--- src/rtl/sqft_pkg.sv ---
package sqft_pkg;

  typedef enum logic [1:0] {
    MODE_REAL = 2'd0,
    MODE_V86  = 2'd1,
    MODE_PROT = 2'd2,
    MODE_LONG = 2'd3
  } op_mode_e;

  // Fault vector layout; the index is also the priority (0 wins).
  localparam int unsigned NUM_FAULTS = 6;
  localparam int unsigned FIDX_UD    = 0;
  localparam int unsigned FIDX_NM    = 1;
  localparam int unsigned FIDX_GP    = 2;
  localparam int unsigned FIDX_SS    = 3;
  localparam int unsigned FIDX_AC    = 4;
  localparam int unsigned FIDX_XM    = 5;
  localparam int unsigned CODE_W     = $clog2(NUM_FAULTS + 1);

  typedef logic [NUM_FAULTS-1:0] fault_vec_t;
  typedef logic [CODE_W-1:0]     fault_code_t;

endpackage

--- src/rtl/sqft_mem_check.sv ---
// Address-dependent checks: packed alignment, real-mode window,
// segment and canonical status, scalar alignment check.
module sqft_mem_check
  import sqft_pkg::*;
#(
  parameter int unsigned AW        = 64,
  parameter int unsigned VEC_BYTES = 16,
  parameter int unsigned DBL_BYTES = 8,
  parameter int unsigned SGL_BYTES = 4,
  parameter int unsigned WIN_BITS  = 16
) (
  input  op_mode_e        mode,
  input  logic            src_is_mem,
  input  logic            op_packed,
  input  logic            op_double,
  input  logic [AW-1:0]   eff_addr,
  input  logic [1:0]      cpl,
  input  logic            align_chk_en,
  input  logic            seg_limit_viol,
  input  logic            seg_is_stack,
  input  logic            addr_noncanon,
  output logic            gp_hit,
  output logic            ss_hit,
  output logic            ac_hit
);

  localparam int unsigned LG = $clog2(VEC_BYTES);
  localparam logic [AW:0] SZM_VEC = (AW+1)'(VEC_BYTES - 1);
  localparam logic [AW:0] SZM_DBL = (AW+1)'(DBL_BYTES - 1);
  localparam logic [AW:0] SZM_SGL = (AW+1)'(SGL_BYTES - 1);

  logic [AW:0] size_m1;
  logic [AW:0] last_byte;
  logic        misalign;
  logic        win_over;
  logic        real_like;
  logic        prot_seg;
  logic        long_adr;
  logic        ac_mode_ok;

  always_comb begin
    size_m1    = op_packed ? SZM_VEC : (op_double ? SZM_DBL : SZM_SGL);
    last_byte  = {1'b0, eff_addr} + size_m1;
    misalign   = |(eff_addr[LG-1:0] & size_m1[LG-1:0]);
    win_over   = |last_byte[AW:WIN_BITS];
    real_like  = (mode == MODE_REAL) || (mode == MODE_V86);
    prot_seg   = (mode == MODE_PROT) && seg_limit_viol;
    long_adr   = (mode == MODE_LONG) && addr_noncanon;
    ac_mode_ok = (mode == MODE_V86) ||
                 (((mode == MODE_PROT) || (mode == MODE_LONG)) && (cpl == 2'd3));

    gp_hit = src_is_mem & ((op_packed & misalign) |
                           (real_like & win_over) |
                           ((prot_seg | long_adr) & ~seg_is_stack));
    ss_hit = src_is_mem & (prot_seg | long_adr) & seg_is_stack;
    ac_hit = src_is_mem & ~op_packed & misalign & align_chk_en & ac_mode_ok;
  end

endmodule

--- config.mk ---
export PLATFORM = sky130hd
export DESIGN_NAME = sqft_mem_check
export DESIGN_NICKNAME = d
export VERILOG_FILES = /design/src/rtl/sqft_pkg.sv /design/src/rtl/sqft_mem_check.sv
export SDC_FILE = /design/constraint.sdc
export NUM_CORES = 1
export LEC_CHECK = 0
export BUFFER_PORTS_ARGS = -buffer_cell sky130_fd_sc_hd__buf_2
export CAP_MARGIN = 20
export CORE_MARGIN = 3
export CORE_UTILIZATION = 42
export DETAILED_ROUTE_END_ITERATION = 12
export PLACE_DENSITY_LB_ADDON = 0.12
export SLEW_MARGIN = 5
export SYNTH_ARGS = -nofsm -noshare
export SYNTH_HDL_FRONTEND = slang
export SYNTH_SLANG_ARGS = --single-unit
export TNS_END_PERCENT = 10
--- constraint.sdc ---
create_clock -name vclk -period 3.3
set_input_delay 0.495 -clock vclk [all_inputs]
set_output_delay 0.495 -clock vclk [all_outputs]
set_load 0.02 [all_outputs]
Word-level counts from Yosys, hierarchy flattened

Index checks and enable logic that the tools add are counted.

$add $sub $neg: 1
Equality and inequality tests: 4
Mux-type cells: 2
Bitwise gates (word level): 16
Reductions and logical operators: 9

Operator list:

| kind                                           | number |
|---|---|
| adder 64 x 4 -> 65 bit                         | 1 |
| OR reduction 49 bit                            | 1 |
| bitwise AND 1 bit                              | 10 |
| == test 2 bit (second input constant)          | 3 |
| bitwise AND 4 bit                              | 1 |
| two-way mux 4 bit                              | 1 |
| OR reduction 4 bit                             | 1 |
| logical AND 1 bit                              | 3 |
| logical OR 1 bit                               | 3 |
| two-way mux 3 bit                              | 1 |
| OR 1 bit                                       | 3 |
| == test 2 x 1 -> 1 bit (second input constant) | 1 |
| logical NOT 2 bit                              | 1 |
| inverter 1 bit                                 | 2 |

Flip-flop bits (word level): 0
Input port bits: 75
Output and inout port bits: 3
Word-level logic and storage cells: 32

Logic depth before layout (Yosys ltp)

Depth after elaboration: 8
Mapped depth: 11
Gate-level depth less buffers: 10

Worst setup path after synthesis

OpenSTA, ideal clock, no wires.

Kind: input -> output
Start point: in op_packed
End point: out gp_hit
Arrival: 3.027 ns
Required time: 2.805 ns
Slack: -0.222 ns
Cell stages on the path: 10
Path buffers: 0
Cell sequence: or2_2 > ha_1 > o211a_1 > o2111ai_2 > or3_4 > or3_4 > nor4_2 > o21ai_1 > nor4b_1 > a31oi_1

Word-level cells in the longest chain between the ends: 7
Elaborated cells between the ends (all ways): 10
Those cells by class: add/sub: 1; mux: 1; bitwise: 6; reduce/logical: 2

RTL lines:

| what                                                               | RTL line                                   | text |
|---|---|---|
| start, declared                                                    | sqft_mem_check.sv:14                       | `input logic op_packed,` |
| two-way mux 4 bit                                                  | sqft_mem_check.sv:42                       | `size_m1 = op_packed ? SZM_VEC : (op_double ? SZM_DBL : SZM_SGL);` |
| adder 64 x 4 -> 65 bit / bitwise AND 4 bit (equally long branches) | sqft_mem_check.sv:43, sqft_mem_check.sv:44 |  |
| OR reduction 49 bit / OR reduction 4 bit (equally long branches)   | sqft_mem_check.sv:45, sqft_mem_check.sv:44 |  |
| bitwise AND 1 bit (on tied branches)                               | sqft_mem_check.sv:53, sqft_mem_check.sv:52 |  |
| OR 1 bit *                                                         | sqft_mem_check.sv:52                       | `gp_hit = src_is_mem & ((op_packed & misalign) \|` |
| OR 1 bit *                                                         | sqft_mem_check.sv:53                       | `(real_like & win_over) \|` |
| bitwise AND 1 bit *                                                | sqft_mem_check.sv:52                       |  |
| end, declared                                                      | sqft_mem_check.sv:22                       | `output logic gp_hit,` |

Every way passes the cells marked *; elsewhere a longest branch is shown, timed or not.

Worst setup path after layout

Same ends and word-level chain as after synthesis.

==> results.ini <==
[critical_path]
path_buf_inv = 2
cpMostUsedCell = or3_4
critPathKind = input pin to output port
path_cells = buf_2 -> or2_4 -> ha_4 -> o211a_1 -> o2111ai_4 -> or3_4 -> or3_4 -> nor4_4 -> o21ai_2 -> nor4b_2 -> a31oi_2 -> buf_4
critPathLaunchType = input pin
critPathTopFamily = simple AND/OR/NAND/NOR gates
arrival_ns = 3.20
worstPathRequired_ns = 2.80
cp_slowest_cell = or3_4
crit_fanout = 4
critPathMaxStageDelay_ns = 0.44
crit_path_end_kind = output port

[finish]
clock_buffers = 0
fill_cells = 259
drive_above_1_share_pct = 41.25
nNetsFinal = 382
regArea_sq_um = 0
area_growth_pct = 55.37
seq_cells = 0
final-instance-count-excl-fill = 345
multi_input_area_sq_mm = 0.001384
mostFrequentLayoutCells = 77 x buf_2, 25 x buf_4, 19 x nand2_1, 19 x nand3_1, 15 x nand4_1
layout_commonest_cell = buf_2
num_antenna_cells = 0
finalCoreUtilization_pct = 71.16

[synth]
ys_seq_area_share_pct = 0
ys.warnings.count = 0
postSynthCellCount = 203
yosysUniqueCellTypes = 48
avgSynthCellArea_sq_um = 6.490
syn_area_sq_mm = 0.001318
synthesis.nets = 280

[pwr]
leakage_nw = 0.8967
vdd_drop_max_mv = 0.05479
power_density_mw_per_mm2 = 85.02

[grt]
antenna_found_initial = 0
gr-total-overflow = 0
grt_first_pass_wirelength_microns = 7576
grt_pass1_vias = 1841
grt_use_total_pct = 24.55
grt_max_degree = 9

[placed_design]
io_buffers = 78
place_ws_ns = -0.4914
place_inst = 345
dp_hpwl_microns = 4121
place_congestion = 0.9339

[detailed_routing]
first_pass_iters = 5
wl_microns = 4956
antenna_left = 0
first_iter_violations = 174
drc = 0
vias = 2119
viasPerCell = 6.142
post_drt_wl_per_cell_microns = 14.37

[sta]
fin_crit_sh_pct = 111.9
timing.fmax_mhz = 270.8
fin_crit_ns = 3.693
hold_viol = 0
slew_viol_final = 0
rsz0062_at_grt = yes
setup_violations = 1
tightestPinTransition_ns = 0.4036
max-slew-margin-rel_pct = 72.85
postLayoutSetupSlackWorst_ns = -0.3929

[die]
start_util_pct = 45.80
die_h_microns = 62.01
rows = 19
core_sq_mm = 0.002877
die_area_sq_mm = 0.003845
pin_count = 78
dieWidth_microns = 62.01

[job]
maxCapViolations = 0

[run_status]
violations = setup timing
status = complete, but fails checks

[cts]
postCtsSetupBuffers = 0

[min_path]
hold_class = input pin to output port
hold_start = seg_is_stack
hold-path-endpoint = ss_hit
hold_path_depth = 4

==> layout make-up <==
class,instances,area share [%]
timing repair buffer,103,28.55
tap,42,2.567
inverter,7,1.284
multi-input combinational,193,67.60
==> where the power goes <==
group          total [mW]  internal [mW]  switching, mW
clock                   0              0              0
sequential              0              0              0
combinational       0.174         0.0812         0.0928
total               0.174         0.0812         0.0928
==> timing repair <==
item,in CTS,in global routing
gates resized for setup,1,13
hold buffers,0,0
pin swaps,2,9
endpoints found under the setup margin,1,1
hold endpoints to repair,0,0
gates cloned,0,0
==> cells by family after synthesis <==
group | synth area share [%]
simple gates | 58.03
compound gates | 23.08
xor+xnor | 11.30
buf+inv | 3.324
mux | 2.374
fa+ha+maj | 1.899
==> how the worst max path moves through the flow <==
stage | start | to | slack (ns) | depth (start not counted)
after CTS | op_packed | gp_hit | -0.43 | 12
after global routing | op_packed | gp_hit | -0.49 | 12
after floorplan | op_packed | gp_hit | -0.14 | 10
after global placement | op_packed | gp_hit | -0.44 | 12
final | op_packed | gp_hit | -0.39 | 12
after detailed placement | op_packed | gp_hit | -0.49 | 12
==> per-layer routing <==
| metal | track usage, % | up-vias | share of wire (%) |
|---|---|---|---|
| li1 | - | 1036 | - |
| met1 | 32.36 | 960 | 40 |
| met2 | 43.64 | 117 | 50 |
| met3 | 1.446 | 6 | 8.7 |
| met4 | 5.152 | 0 | 0.95 |
| met5 | 0 | - | 0 |
==> worst min-delay path: stages <==
cell and delay [ns]:
buf_2 0.11, nand2_1 0.05, nor2_1 0.03, buf_2 0.15
==> metrics by stage <==
stage	TNS (ns)	power, mW	area (sq um)	hold slack [ns]
after global placement	-0.4379	0.1640	1976	1.316
after floorplan	-0.1355	0.06664	1363	1.105
final	-0.3929	0.1740	2047	1.324
after global routing	-0.4901	0.1911	2047	1.337
after CTS	-0.4320	0.1671	1982	1.318
after detailed placement	-0.4914	0.1666	1976	1.318
==> cells in the mapped netlist (all sizes together) (8+ instances only) <==
cell | count | area [sq um]
nand4 | 16 | 115.1
nand2 | 19 | 71.32
and4 | 10 | 91.34
a31oi | 8 | 50.05
nor3 | 16 | 85.08
and3 | 11 | 68.82
xor2 | 8 | 70.07
nand3 | 19 | 95.09
nor4 | 10 | 68.81
a21oi | 9 | 45.04
nor2 | 10 | 37.54
xnor2 | 9 | 78.83
No activity file was read; power rests on OpenSTA's default activity.
